--- src/rtl/nreg_pkg.sv ---
package nreg_pkg;
    localparam int AW = 3;
    localparam int EVN = 6;
    localparam int RAW_W = 7;
    localparam int CFG_W = 4;

    localparam logic [AW-1:0] A_CMD  = 3'd0;
    localparam logic [AW-1:0] A_KEY  = 3'd1;
    localparam logic [AW-1:0] A_CFG  = 3'd2;
    localparam logic [AW-1:0] A_TIME = 3'd3;
    localparam logic [AW-1:0] A_MASK = 3'd4;
    localparam logic [AW-1:0] A_STAT = 3'd5;
    localparam logic [AW-1:0] A_RAW  = 3'd6;

    localparam logic [15:0] UNLOCK_KEY = 16'hA25E;
    localparam logic [7:0]  SOFT_RST_CMD = 8'hFF;

    typedef enum logic {LK_SHUT, LK_OPEN} lock_e;
endpackage

--- src/rtl/nreg_lock_fsm.sv ---
module nreg_lock_fsm (
    input  logic clk,
    input  logic rst_n,
    input  logic soft_rst,
    input  logic key_wr,
    input  logic key_ok,
    input  logic prot_wr,
    output logic open_o
);
    import nreg_pkg::*;
    lock_e st_q, st_d;

    always_ff @(posedge clk or negedge rst_n) begin
        if (!rst_n) st_q <= LK_SHUT;
        else        st_q <= st_d;
    end

    always_comb begin
        st_d = st_q;
        if (soft_rst) begin
            st_d = LK_SHUT;                       // SOFT_RESET
        end else if (key_wr) begin
            st_d = key_ok ? LK_OPEN : LK_SHUT;    // UNLOCK / REKEY
        end else begin
            unique case (st_q)
                LK_SHUT: st_d = LK_SHUT;
                LK_OPEN: if (prot_wr) st_d = LK_SHUT; // CONSUME
                default: st_d = LK_SHUT;
            endcase
        end
    end

    always_comb open_o = (st_q == LK_OPEN);
endmodule

--- src/rtl/nreg_irq_bank.sv ---
module nreg_irq_bank #(
    parameter int N = 6
) (
    input  logic         clk,
    input  logic         rst_n,
    input  logic         soft_rst,
    input  logic [N-1:0] evt,
    input  logic         mask_wr,
    input  logic [N-1:0] mask_in,
    input  logic         stat_rd,
    output logic [N-1:0] mask_q,
    output logic [N-1:0] stat_q,
    output logic         irq
);
    always_ff @(posedge clk or negedge rst_n) begin
        if (!rst_n)        mask_q <= '0;
        else if (soft_rst) mask_q <= '0;
        else if (mask_wr)  mask_q <= mask_in;
    end

    for (genvar i = 0; i < N; i++) begin : g_bit
        always_ff @(posedge clk or negedge rst_n) begin
            if (!rst_n)        stat_q[i] <= 1'b0;
            else if (soft_rst) stat_q[i] <= 1'b0;
            else if (evt[i])   stat_q[i] <= 1'b1;
            else if (stat_rd)  stat_q[i] <= 1'b0;
        end
    end

    always_comb irq = |(stat_q & mask_q);
endmodule

--- src/rtl/nreg_raw_stat.sv ---
module nreg_raw_stat #(
    parameter int CW = 3
) (
    input  logic          clk,
    input  logic          rst_n,
    input  logic          soft_rst,
    input  logic          op_start,
    input  logic          nand_ev,
    input  logic          ctl_ev,
    input  logic          ecc_ev,
    input  logic          fail_in,
    input  logic          err_in,
    input  logic [CW-1:0] cnt_in,
    output logic [6:0]    raw_q
);
    logic [6:0]    raw_d;
    logic [CW-1:0] cnt_m1;

    always_comb begin
        cnt_m1 = cnt_in - CW'(1);
        raw_d  = op_start ? 7'd0 : raw_q;
        if (ecc_ev) begin
            raw_d[6]   = fail_in;
            raw_d[5:4] = err_in ? cnt_m1[1:0] : 2'd0;
            raw_d[3]   = err_in;
            raw_d[2]   = 1'b1;
        end
        if (ctl_ev)  raw_d[1] = 1'b1;
        if (nand_ev) raw_d[0] = 1'b1;
    end

    always_ff @(posedge clk or negedge rst_n) begin
        if (!rst_n)        raw_q <= '0;
        else if (soft_rst) raw_q <= '0;
        else               raw_q <= raw_d;
    end
endmodule

--- src/rtl/nreg_front.sv ---
module nreg_front #(
    parameter int          TIME_W   = 27,
    parameter logic [31:0] TIME_RST = 32'h0000_1234,
    parameter int          CNT_W    = 3
) (
    input  logic              clk,
    input  logic              rst_n,
    input  logic              bus_wr,
    input  logic              bus_rd,
    input  logic [2:0]        bus_addr,
    input  logic [31:0]       bus_wdata,
    output logic [31:0]       bus_rdata,
    input  logic              ev_nand_rdy,
    input  logic              ev_ctl_rdy,
    input  logic              ev_dec_fail,
    input  logic              ev_dec_err,
    input  logic              ev_ecc_rdy,
    input  logic              ev_wp_fault,
    input  logic [CNT_W-1:0]  err_cnt,
    output logic              irq
);
    import nreg_pkg::*;

    logic              soft_rst, op_start, key_wr, key_ok, prot_wr, lock_open;
    logic [CFG_W-1:0]  cfg_q;
    logic [TIME_W-1:0] time_q;
    logic [EVN-1:0]    evt, mask_q, stat_q;
    logic [RAW_W-1:0]  raw_q;

    always_comb begin
        soft_rst = bus_wr && bus_addr == A_CMD && bus_wdata[7:0] == SOFT_RST_CMD;
        op_start = bus_wr && bus_addr == A_CMD && bus_wdata[7:0] != SOFT_RST_CMD;
        key_wr   = bus_wr && bus_addr == A_KEY;
        key_ok   = bus_wdata[15:0] == UNLOCK_KEY;
        prot_wr  = bus_wr && (bus_addr == A_CFG || bus_addr == A_TIME);
        evt      = {ev_nand_rdy, ev_ctl_rdy, ev_dec_fail, ev_dec_err, ev_ecc_rdy, ev_wp_fault};
    end

    nreg_lock_fsm u_lock (
        .clk(clk), .rst_n(rst_n), .soft_rst(soft_rst), .key_wr(key_wr),
        .key_ok(key_ok), .prot_wr(prot_wr), .open_o(lock_open)
    );

    always_ff @(posedge clk or negedge rst_n) begin
        if (!rst_n) begin
            cfg_q  <= '0;
            time_q <= TIME_RST[TIME_W-1:0];
        end else if (soft_rst) begin
            cfg_q  <= '0;
            time_q <= TIME_RST[TIME_W-1:0];
        end else if (prot_wr && lock_open) begin
            if (bus_addr == A_CFG) cfg_q  <= bus_wdata[CFG_W-1:0];
            else                   time_q <= bus_wdata[TIME_W-1:0];
        end
    end

    nreg_irq_bank #(.N(EVN)) u_irq (
        .clk(clk), .rst_n(rst_n), .soft_rst(soft_rst), .evt(evt),
        .mask_wr(bus_wr && bus_addr == A_MASK), .mask_in(bus_wdata[EVN-1:0]),
        .stat_rd(bus_rd && bus_addr == A_STAT),
        .mask_q(mask_q), .stat_q(stat_q), .irq(irq)
    );

    nreg_raw_stat #(.CW(CNT_W)) u_raw (
        .clk(clk), .rst_n(rst_n), .soft_rst(soft_rst), .op_start(op_start),
        .nand_ev(ev_nand_rdy), .ctl_ev(ev_ctl_rdy), .ecc_ev(ev_ecc_rdy),
        .fail_in(ev_dec_fail), .err_in(ev_dec_err), .cnt_in(err_cnt),
        .raw_q(raw_q)
    );

    always_comb begin
        bus_rdata = '0;
        unique case (bus_addr)
            A_KEY:   bus_rdata = {31'd0, lock_open};
            A_CFG:   bus_rdata = 32'(cfg_q);
            A_TIME:  bus_rdata = 32'(time_q);
            A_MASK:  bus_rdata = 32'(mask_q);
            A_STAT:  bus_rdata = 32'(stat_q);
            A_RAW:   bus_rdata = 32'(raw_q);
            default: bus_rdata = '0;
        endcase
    end
endmodule

--- config.mk ---
export PLATFORM = sky130hd
export DESIGN_NAME = nreg_front
export DESIGN_NICKNAME = d
export VERILOG_FILES = /design/src/rtl/nreg_pkg.sv /design/src/rtl/nreg_lock_fsm.sv /design/src/rtl/nreg_irq_bank.sv /design/src/rtl/nreg_raw_stat.sv /design/src/rtl/nreg_front.sv
export SDC_FILE = /design/constraint.sdc
export NUM_CORES = 1
export LEC_CHECK = 0
export BUFFER_PORTS_ARGS = -buffer_cell sky130_fd_sc_hd__buf_2
export CAP_MARGIN = 40
export CORE_MARGIN = 3
export CORE_UTILIZATION = 45
export CTS_BUF_LIST = sky130_fd_sc_hd__clkbuf_4 sky130_fd_sc_hd__clkbuf_8
export DETAILED_ROUTE_END_ITERATION = 6
export HOLD_SLACK_MARGIN = 0.02
export PLACE_DENSITY_LB_ADDON = 0.08
export SYNTH_ARGS = -nofsm -noshare
export SYNTH_HDL_FRONTEND = slang
export SYNTH_SLANG_ARGS = --single-unit
export TNS_END_PERCENT = 10
--- constraint.sdc ---
create_clock -name clk -period 1.6 [get_ports clk]
set_clock_uncertainty 0.2 [all_clocks]
set_input_delay 0.08 -clock clk [delete_from_list [all_inputs] [get_ports clk]]
set_output_delay 0.08 -clock clk [all_outputs]
set_load 0.05 [all_outputs]
Yosys cells after proc, flatten, opt, wreduce, memory -nomap -nowiden
Index checks and enable logic that the tools add are counted.

Bits in registers: 51. Latch bits: 0. Bits in writable memories: 0. Memory bits (read-only): 0. Input bits: 48. Output and inout port bits: 33. Word-level logic and storage cells: 84. Memories: 0.

Add/sub/neg operators: 1. $mul: 0. Divide/modulo/power cells: 0. Magnitude comparators: 0. Equal/unequal tests: 10. Shift-type cells: 0. Muxes and demuxes: 33. Bitwise logic cells: 2. Reductions and logical operators: 25.

Operators with widths (count): one-hot mux 27 bit (6 select lines) (1); two-way mux 27 bit (3); nonzero test 3 bit (9); two-way mux 1 bit (19); == test 16 bit (second input constant) (1); two-way mux 7 bit (2); two-way mux 4 bit (3); two-way mux 6 bit (2); == test 3 bit (second input constant) (3); == test 8 bit (second input constant) (1); logical AND 1 bit (8); inequality test 8 bit (second input constant) (1); AND 6 bit (1); == test 3 x 2 -> 1 bit (second input constant) (2); nonzero test 2 bit (3); OR reduction 6 bit (1); two-way mux 5 bit (1); AND reduction 2 bit (2); == test 3 x 1 -> 1 bit (second input constant) (1); logical NOT 3 bit (1); two-way mux 2 bit (1); inequality test 2 bit (second input constant) (1); one-hot mux 1 bit (2 select lines) (1); subtractor 2 x 1 -> 2 bit (second input constant) (1); 2 further kinds (2).

Depth between registers and ports, before layout
Gate-level depths: netlist (run 1).

Depth after elaboration: 7. Mapped depth: 7. Mapped depth without buffers: 4.

Cells and area by module
From an unflattened synthesis (run 1), not the netlist that was laid out.

Cells, all modules: 282. Area, all modules: 2742.6 um2.

By module, submodules not included: nreg_front (instances 1, cells each 201, area each 1875.5 um2, sequential area each 782.0 um2); nreg_irq_bank (instances 1, cells each 48, area each 516.7 um2, sequential area each 300.3 um2); nreg_raw_stat (instances 1, cells each 29, area each 307.8 um2, sequential area each 175.2 um2); nreg_lock_fsm (instances 1, cells each 4, area each 42.5 um2, sequential area each 25.0 um2).

Worst setup path after synthesis (run 1)
Ideal clock, no wire load.

Path type: input to output. Start point: in bus_addr[0]. End point: out bus_rdata[4]. Data arrival time: 1903 ps. Slack: -583 ps. Cell stages on the path: 4. Buffers on the path: 2. Path through: clkbuf_1 > buf_1 > mux2i_1 > o21ai_0.

Cells in the longest elaborated chain, start to end: 2. Elaborated cells between the ends (all ways): 7. Classes of those cells: eq/ne: 6; mux: 1.

RTL lines: start, declared (line nreg_front.sv:10) `input logic [2:0] bus_addr,`; == test 3 bit (tied with other cells) (line nreg_front.sv:73) `unique case (bus_addr)`; one-hot mux 27 bit (6 select lines) * (line nreg_front.sv:73); end, declared (line nreg_front.sv:12) `output logic [31:0] bus_rdata,`.

Mark *: on every way between the ends. The rest lies on a longest branch, timed or not.

Worst setup path in the final report (run 1)
Start point: reg u_irq.stat_q[2]. End point: out bus_rdata[2].

Cells in the longest elaborated chain, start to end: 1.

RTL lines: start, declared (line nreg_irq_bank.sv:12) `output logic [N-1:0] stat_q,`; start signal, assigned by index (line nreg_irq_bank.sv:23) `if (!rst_n) stat_q[i] <= 1'b0;`; start signal, assigned by index (line nreg_irq_bank.sv:24) `else if (soft_rst) stat_q[i] <= 1'b0;`; start signal, assigned by index (line nreg_irq_bank.sv:25) `else if (evt[i]) stat_q[i] <= 1'b1;`; one-hot mux 27 bit (6 select lines) (line nreg_front.sv:73).

No other way between the ends.

==> results of run 1 <==
[timing repair]
action / 4_1_cts / 5_1_grt
gates cloned: 0 / 1
hold buffers: 36 / 0
setup endpoints to repair: 6 / 55
gates resized for setup: 13 / 32
setup buffers: 0 / 2
pin swaps: 0 / 8
hold endpoints to repair: 96 / 0
[stage by stage]
step,hold WS [ns],total power [mW],utilization
floorplan,-0.416,1.65,-
global placement,-0.144,1.84,0.588
detailed placement,-0.131,1.84,0.588
CTS,0.0688,2.87,0.681
global route,0.0424,3.00,0.703
finish,0.0344,2.87,0.703
[worst min-delay path: stages]
cell and delay, ns:
dlymetal6s4s_1 0.18, buf_6 0.13, nand2_1 0.05, o21ai_1 0.06
[state kept, by name, summed over array words and instances (netlist names)]
name,flops
cfg_q,4
time_q,27
u_irq.mask_q,6
u_irq.stat_q,6
u_lock.open_o,1
u_raw.raw_q,7
[cells by family after synthesis]
logic type      count (synthesis)  synth area share
xor+xnor                        1           0.00335
buf+inv                        25            0.0522
flops                          51             0.491
mux                            15            0.0575
simple gates                  139             0.259
compound gates                 57             0.136
other cells                     1           0.00144
[power groups by stage]
stage | clock network (mW) | registers (mW) | logic, mW
CTS | 0.960 | 1.38 | 0.527
detailed placement | 0 | 1.41 | 0.437
finish | 0.942 | 1.38 | 0.543
floorplan | 0 | 1.39 | 0.258
global placement | 0 | 1.40 | 0.434
global route | 1.02 | 1.39 | 0.589
[cells in the final DEF (no fill, tap or decap), types with 3 or more instances in the layout]
cell and instances:
clkbuf_8 6, nor3_1 5, buf_12 5, and2_1 20, a22oi_1 4, dfrtp_1 46
dlygate4sd3_1 33, dfstp_2 5, buf_4 32, conb_1 5, mux2i_1 15, nand3b_1 3
dlymetal6s4s_1 3, o21ai_0 17, nor2_1 32, clkbuf_4 15, buf_6 9, o21ai_2 3
a21oi_1 10, a221o_1 3, a22o_1 9, o21ai_1 5, nor2b_1 4, buf_2 45
nand2_1 56
[layout make-up]
type,instances,area [sq um]
fill,463,1660
sequential,51,1280
multi-input combinational,217,1280
timing repair buffer,142,1150
tap,72,90.1
clock buffer,6,82.6
clock inverter,2,35.0
[per-layer routing]
metal	wire [um]	vias up	share of wire
li1	-	1222	-
met1	3460	1236	0.44
met2	3820	90	0.49
met3	459	7	0.059
met4	80	0	0.010
met5	0	-	0
[final timing paths]
| kind | start | end | cells past startpoint |
|---|---|---|---|
| worst max register to register | u_lock.open_o | time_q[3] | 6 |
| worst min register to register | u_raw.raw_q[5] | u_raw.raw_q[5] | 2 |
| min in group asynchronous | rst_n | cfg_q[2] | 2 |
| max in group asynchronous | rst_n | time_q[5] | 3 |
| worst max-delay path | u_irq.stat_q[2] | bus_rdata[2] | 4 |
| worst min-delay path | bus_wdata[7] | time_q[7] | 4 |
==> key figures, run 1 <==
Cells and area
  • Layout cells sized above 1: 0.321
  • Post-layout nets: 465
  • P&R area growth vs syn: 50.0%
  • N_diodes: 0
  • Design area: 0.00392 sq mm
  • Layout Cells excl Fill: between 400 and 500

GRT
  • Met1 Usage GRT: 0.341
  • Vias in the first global route: 2,464
  • Most Used Layer, Global Route: met2
  • Total global-route track usage: 0.241
  • Met2 Track Usage GR: 0.390
  • M3 GR Usage: 0.0325
  • First-pass GRT wire length: 12.3 mm
  • Initial antenna violation count: 0
  • Grt total ovfl: 0
  • Pin count of the biggest net entering global routing: 22

Synthesis
  • Top FF cell, synth: dfrtp_1
  • Distinct cell type count of the synthesized netlist: 38
  • Most frequent cell after synthesis: nand2_1
  • Yosys top cell area share: 0.441
  • Synth Warn #: 0
  • Sequential share of the synthesized area: 0.491
  • Area leader, netlist: dfrtp_1
  • Seq cells post-synth: 51
  • Synth Instances: 289
  • Synth top area cells: dfrtp_1, nand2_1, mux2i_1, dfstp_2, and2_1
  • Synth cell count leaders: nand2_1, dfrtp_1, nor2_1
  • Asr flop ratio synth: 1.00
  • Post-synth EDFFs: 0
  • Avg Inst Size Synth: ~9 sq um
  • Synthesized area: 0.00261 sq mm

Die
  • Die area: 0.00675 sq mm
  • Core area: between 0.005 and 0.006 sq mm
  • Starting density of the core: 0.468
  • Row Count: 27
  • Die H: 82.2 um
  • Die width: 82.2 um
  • # IOs: 81

Critical path
  • Crit-path max FO: 3
  • Data arrival, critical path: 1.42 ns
  • Crit Path Category: reg2out
  • Critical path endpoint category: output port
  • R2R setup slack: 0.09 ns
  • CP max stage cell: dfrtp_1
  • Cell breakdown of the critical path: mux2i_1, nor2_1, a221o_1, buf_6
  • Max incr delay on CP: 0.42 ns
  • Crit path buffers/inverters: 1
  • Startpoint class of the critical path: register
  • Worst path top cell family by delay: flip-flops
  • CP required: 1.32 ns

Power
  • Net Sw Frac: 0.267
  • Gate power share: 0.189
  • NetSw: ~770 uW
  • Pwr/cell area: around 730 mW/mm^2
  • Sequential cell fraction of total power: 0.482
  • Leak pwr: 1.82 nW
  • Clock Power Share: 0.328
  • Internal: about 2.1 mW
  • VDD IR-drop max: 0.000459 V

Drt
  • Via Count: 2,555
  • Vias per Instance: 5.21
  • Routed wire per std cell: 16.0 um
  • Final wirelength: 7.82 mm
  • First-pass DRT Iterations: 4
  • Drc violations: 0
  • DRT antenna net count: 0
  • Initial DRC count: 176

CTS
  • CTS max path bufs: 2
  • Sink Count: 51
  • Root Driver: clkbuf_8
  • CTS tree: done
  • CTS buffer count: 5
  • Worst-path clk slew: 0.09 ns
  • Clk_lat worst skew: around 0.30 ns
  • H-tree lvl count: 2

Place
  • Area after DPL: 0.00328 sq mm
  • Place WS: -0.163 ns
  • DPL Wire Length: 5.43 mm
  • Placed cell count: 445
  • PortBufs: 69
  • Routability cong.: 0.867

Timing
  • Final Cycle Share: 1.06
  • Post-Route Setup TNS: -0.312 ns
  • Final hold vios: 0
  • Fmax: 587 MHz
  • Fin crit period: 1.70 ns
  • RSZ-0062 raised after global routing: yes
  • Setup violations, final: 6
  • Setup slack after layout: -0.104 ns
  • Final Max Slew Viols: 0

Outcome
  • Failing checks: setup timing
  • Outcome: finished, violations left

Hold path
  • Hold Crit Class: in2reg

Run
  • Max cap viols: 0
Power figures use the tool's default switching activity.
==> run 2, diff against run 1 <==
Settings changed: ABC_AREA set to 1, CORE_UTILIZATION 45 to 30, REMOVE_ABC_BUFFERS set to 1.
==> key figures, run 2 <==
Synthesis
  • Avg Inst Size Synth: 7.37 sq um (-18%)
  • Synth Instances: 380 (+31%)
  • Asr flop ratio synth: 1.00 (unchanged)
  • Largest family of logic cells by synthesized area: simple AND/OR/NAND/NOR gates
  • Most frequent cell after synthesis: nand2_1
  • Synth Area in XOR/XNOR: 0.00313 (-0.000225)
  • Top FF cell, synth: dfrtp_1
  • Mux cell area share after synthesis: 0 (-0.0575)
  • Area leader, netlist: dfrtp_1
  • Post-synth EDFFs: 0 (unchanged)
  • Distinct cell type count of the synthesized netlist: 25 (-34%)
  • Synthesized area: 0.00280 sq mm (+7.2%)
  • Seq cells post-synth: 51 (unchanged)
  • Synth cell count leaders: nand2_1, inv_1, dfrtp_1, nand3_1, nor2_1
  • Yosys top cell area share: 0.411 (-0.0296)
  • Synth Warn #: 0 (unchanged)
  • Synth top area cells: dfrtp_1, nand2_1, nand3_1, inv_1, nor2_1
  • Fraction of the mapped netlist area in adder cells: 0 (unchanged)
  • Synth Area in Simple Gates: 0.360 (+0.102)
  • Sequential share of the synthesized area: 0.458 (-0.0329)
  • Area fraction in compound gates after synthesis: 0.0501 (-0.0855)

Critical path
  • Worst r2r path cells: 4 (-2)
  • FF-to-FF End: time_q[3]
  • Startpoint class of the critical path: register
  • Crit-path max FO: 3 (unchanged)
  • R2R setup slack: 0.21 ns (+0.12 ns)
  • Data arrival, critical path: 1.31 ns (-0.11 ns)
  • Critical path endpoint category: output port
  • RR Startpoint: u_lock.open_o
  • CP required: 1.32 ns (about the same)
  • Crit Path Category: reg2out

Drt
  • Via Count: 2,689 (+5.2%)
  • DRT antenna net count: 0 (unchanged)
  • Final wirelength: 7.85 mm (+0.35%)
  • First-pass DRT Iterations: 5 (+1)
  • Routed wire per std cell: 13.0 um (-19%)
  • Drc violations: 0 (unchanged)
  • Initial DRC count: 138 (-22%)
  • Vias per Instance: 4.44 (-15%)

Cells and area
  • Max reg flops: 27 (unchanged)
  • Fillers: 949 (+100%)
  • Largest Register: time_q
  • Area of the multi-input gates: 0.00118 sq mm (-7.5%)
  • Storage cell area: 0.00128 sq mm (unchanged)
  • Core Util, Final: 0.432 (-0.271)
  • N_diodes: 0 (unchanged)
  • Most frequent cells in the layout: nand2_1, buf_2, inv_1
  • Commonest non-fill, non-tap cell in the layout: nand2_1
  • Biggest regs: time_q: 27 flops, u_raw.raw_q: 7 flops
  • P&R area growth vs syn: 37.1%
  • Layout cells sized above 1: 0.225 (-0.0952)
  • Post-layout nets: 544 (+17%)

Hold path
  • Hold path cells: 5 (+1)
  • WHS Endpoint: u_raw.raw_q[0]
  • Hold Crit Class: in2reg
  • HP Start: bus_addr[2]

CTS
  • Sink Count: 51 (unchanged)
  • CTS tree: done
  • H-tree lvl count: 2 (unchanged)
  • Worst-path clk slew: 0.10 ns (about the same)
  • CTS max path bufs: 2 (unchanged)
  • CTS buffer count: 5 (unchanged)
  • Clk_lat worst skew: 0.30 ns (about the same)
  • Root Driver: clkbuf_8

GRT
  • Total global-route track usage: 0.159 (-0.0825)
  • Grt total ovfl: 0 (unchanged)
  • Pin count of the biggest net entering global routing: 38 (+73%)
  • First-pass GRT wire length: 13.2 mm (+7.8%)
  • Initial antenna violation count: 0 (unchanged)
  • Vias in the first global route: 2,668 (+8.3%)

Timing
  • Hold WS: 0.0292 ns (-0.00523 ns)
  • Final Max Slew Viols: 0 (unchanged)
  • Final hold vios: 0 (unchanged)
  • Setup violations, final: 0 (-6)
  • Final Cycle Share: 0.993 (-0.0721)
  • RSZ-0062 raised after global routing: yes
  • Fmax: 630 MHz (+7.3%)
  • Setup slack after layout: 0.0118 ns (+0.115 ns)
  • Fin crit period: 1.59 ns (-0.115 ns)
  • Post-Route Setup TNS: 0 ns (+0.312 ns)

Run
  • Max cap viols: 0 (unchanged)

Place
  • Routability cong.: 0.786 (-9.3%)
  • DPL Wire Length: 5.57 mm (+2.6%)
  • Place WS: 0.0852 ns (+0.249 ns)
  • PortBufs: 69 (unchanged)

Power
  • Leak pwr: 2.06 nW (+13%)
  • VDD IR-drop max: 0.000363 V (-21%)
  • Pwr/cell area: 911 mW/mm^2 (+24%)

Outcome
  • Outcome: complete, no violations

Die
  • Die H: 103 um (+25%)
  • Die width: 103 um (+25%)
  • Core area: 0.00889 sq mm (+60%)
  • Row Count: 34 (+26%)
  • Die area: 0.0105 sq mm (+56%)
  • Starting density of the core: 0.315 (-0.154)
  • # IOs: 81 (unchanged)
[run 2: power breakdown]
group	total [mW]	leakage [nW]	internal (mW)	switching, mW
Clock	0.824	0.0474	0.355	0.469
Sequential	1.72	0.612	1.57	0.152
Combinational	0.953	1.40	0.384	0.569
[run 2: through the flow]
stage | power [mW] | instance area (sq um) | std cells
global placement | 2.57 | 3270 | 554
detailed placement | 2.58 | 3270 | 554
finish | 3.50 | 3840 | 605
floorplan | 2.30 | 2670 | 364
CTS | 3.50 | 3790 | 603
global route | 3.74 | 3840 | 605
[run 2: logic make-up (layout without fill, tap and decap cells)]
logic type      count (synthesis)  after routing
compound gates                 25             25
xor+xnor                        1              1
buf+inv                        75            188
flops                          51             51
other cells                     1              5
simple gates                  227            227
[run 2: critical path, stage by stage, from the launching register on]
cell and delay (ns):
dfrtp_1 0.42, a22o_1 0.24, a21oi_2 0.10, nand2_1 0.08
buf_6 0.16
[run 2: worst max path at each step]
stage	startpoint	end	slack, ns
after detailed placement	bus_addr[0]	bus_rdata[1]	0.09
after floorplan	bus_addr[0]	bus_rdata[6]	-0.13
after global routing	u_irq.stat_q[3]	irq	-0.08
after global placement	bus_addr[0]	bus_rdata[0]	0.07
after CTS	u_irq.stat_q[3]	irq	-0.03
final	u_irq.stat_q[3]	irq	0.01
[run 2: layer usage]
| layer | up-vias | part of all wire | track usage | wire length [um] |
|---|---|---|---|---|
| met5 | - | 0 | 0 | 0 |
| met4 | 0 | 0.0060 | 0.0272 | 47 |
| met3 | 5 | 0.045 | 0.0311 | 355 |
| met2 | 69 | 0.46 | 0.264 | 3630 |
| met1 | 1213 | 0.49 | 0.218 | 3810 |
| li1 | 1402 | - | - | - |
[run 2: area by class of cell]
class,count,area share
clock buffers,6,0.0215
clock inverters,2,0.00424
inverters,55,0.0538
multi-input cells,258,0.308
flip-flops and latches,51,0.334
well taps,108,0.0352
repair buffers,125,0.243
[run 2: what timing repair did]
item	4_1_cts	5_1_grt
endpoints found under the setup margin	4	32
hold endpoints to repair	99	0
gates cloned	0	0
pin swaps	0	1
setup buffers	1	2
resized for setup	5	14
hold buffers	40	0
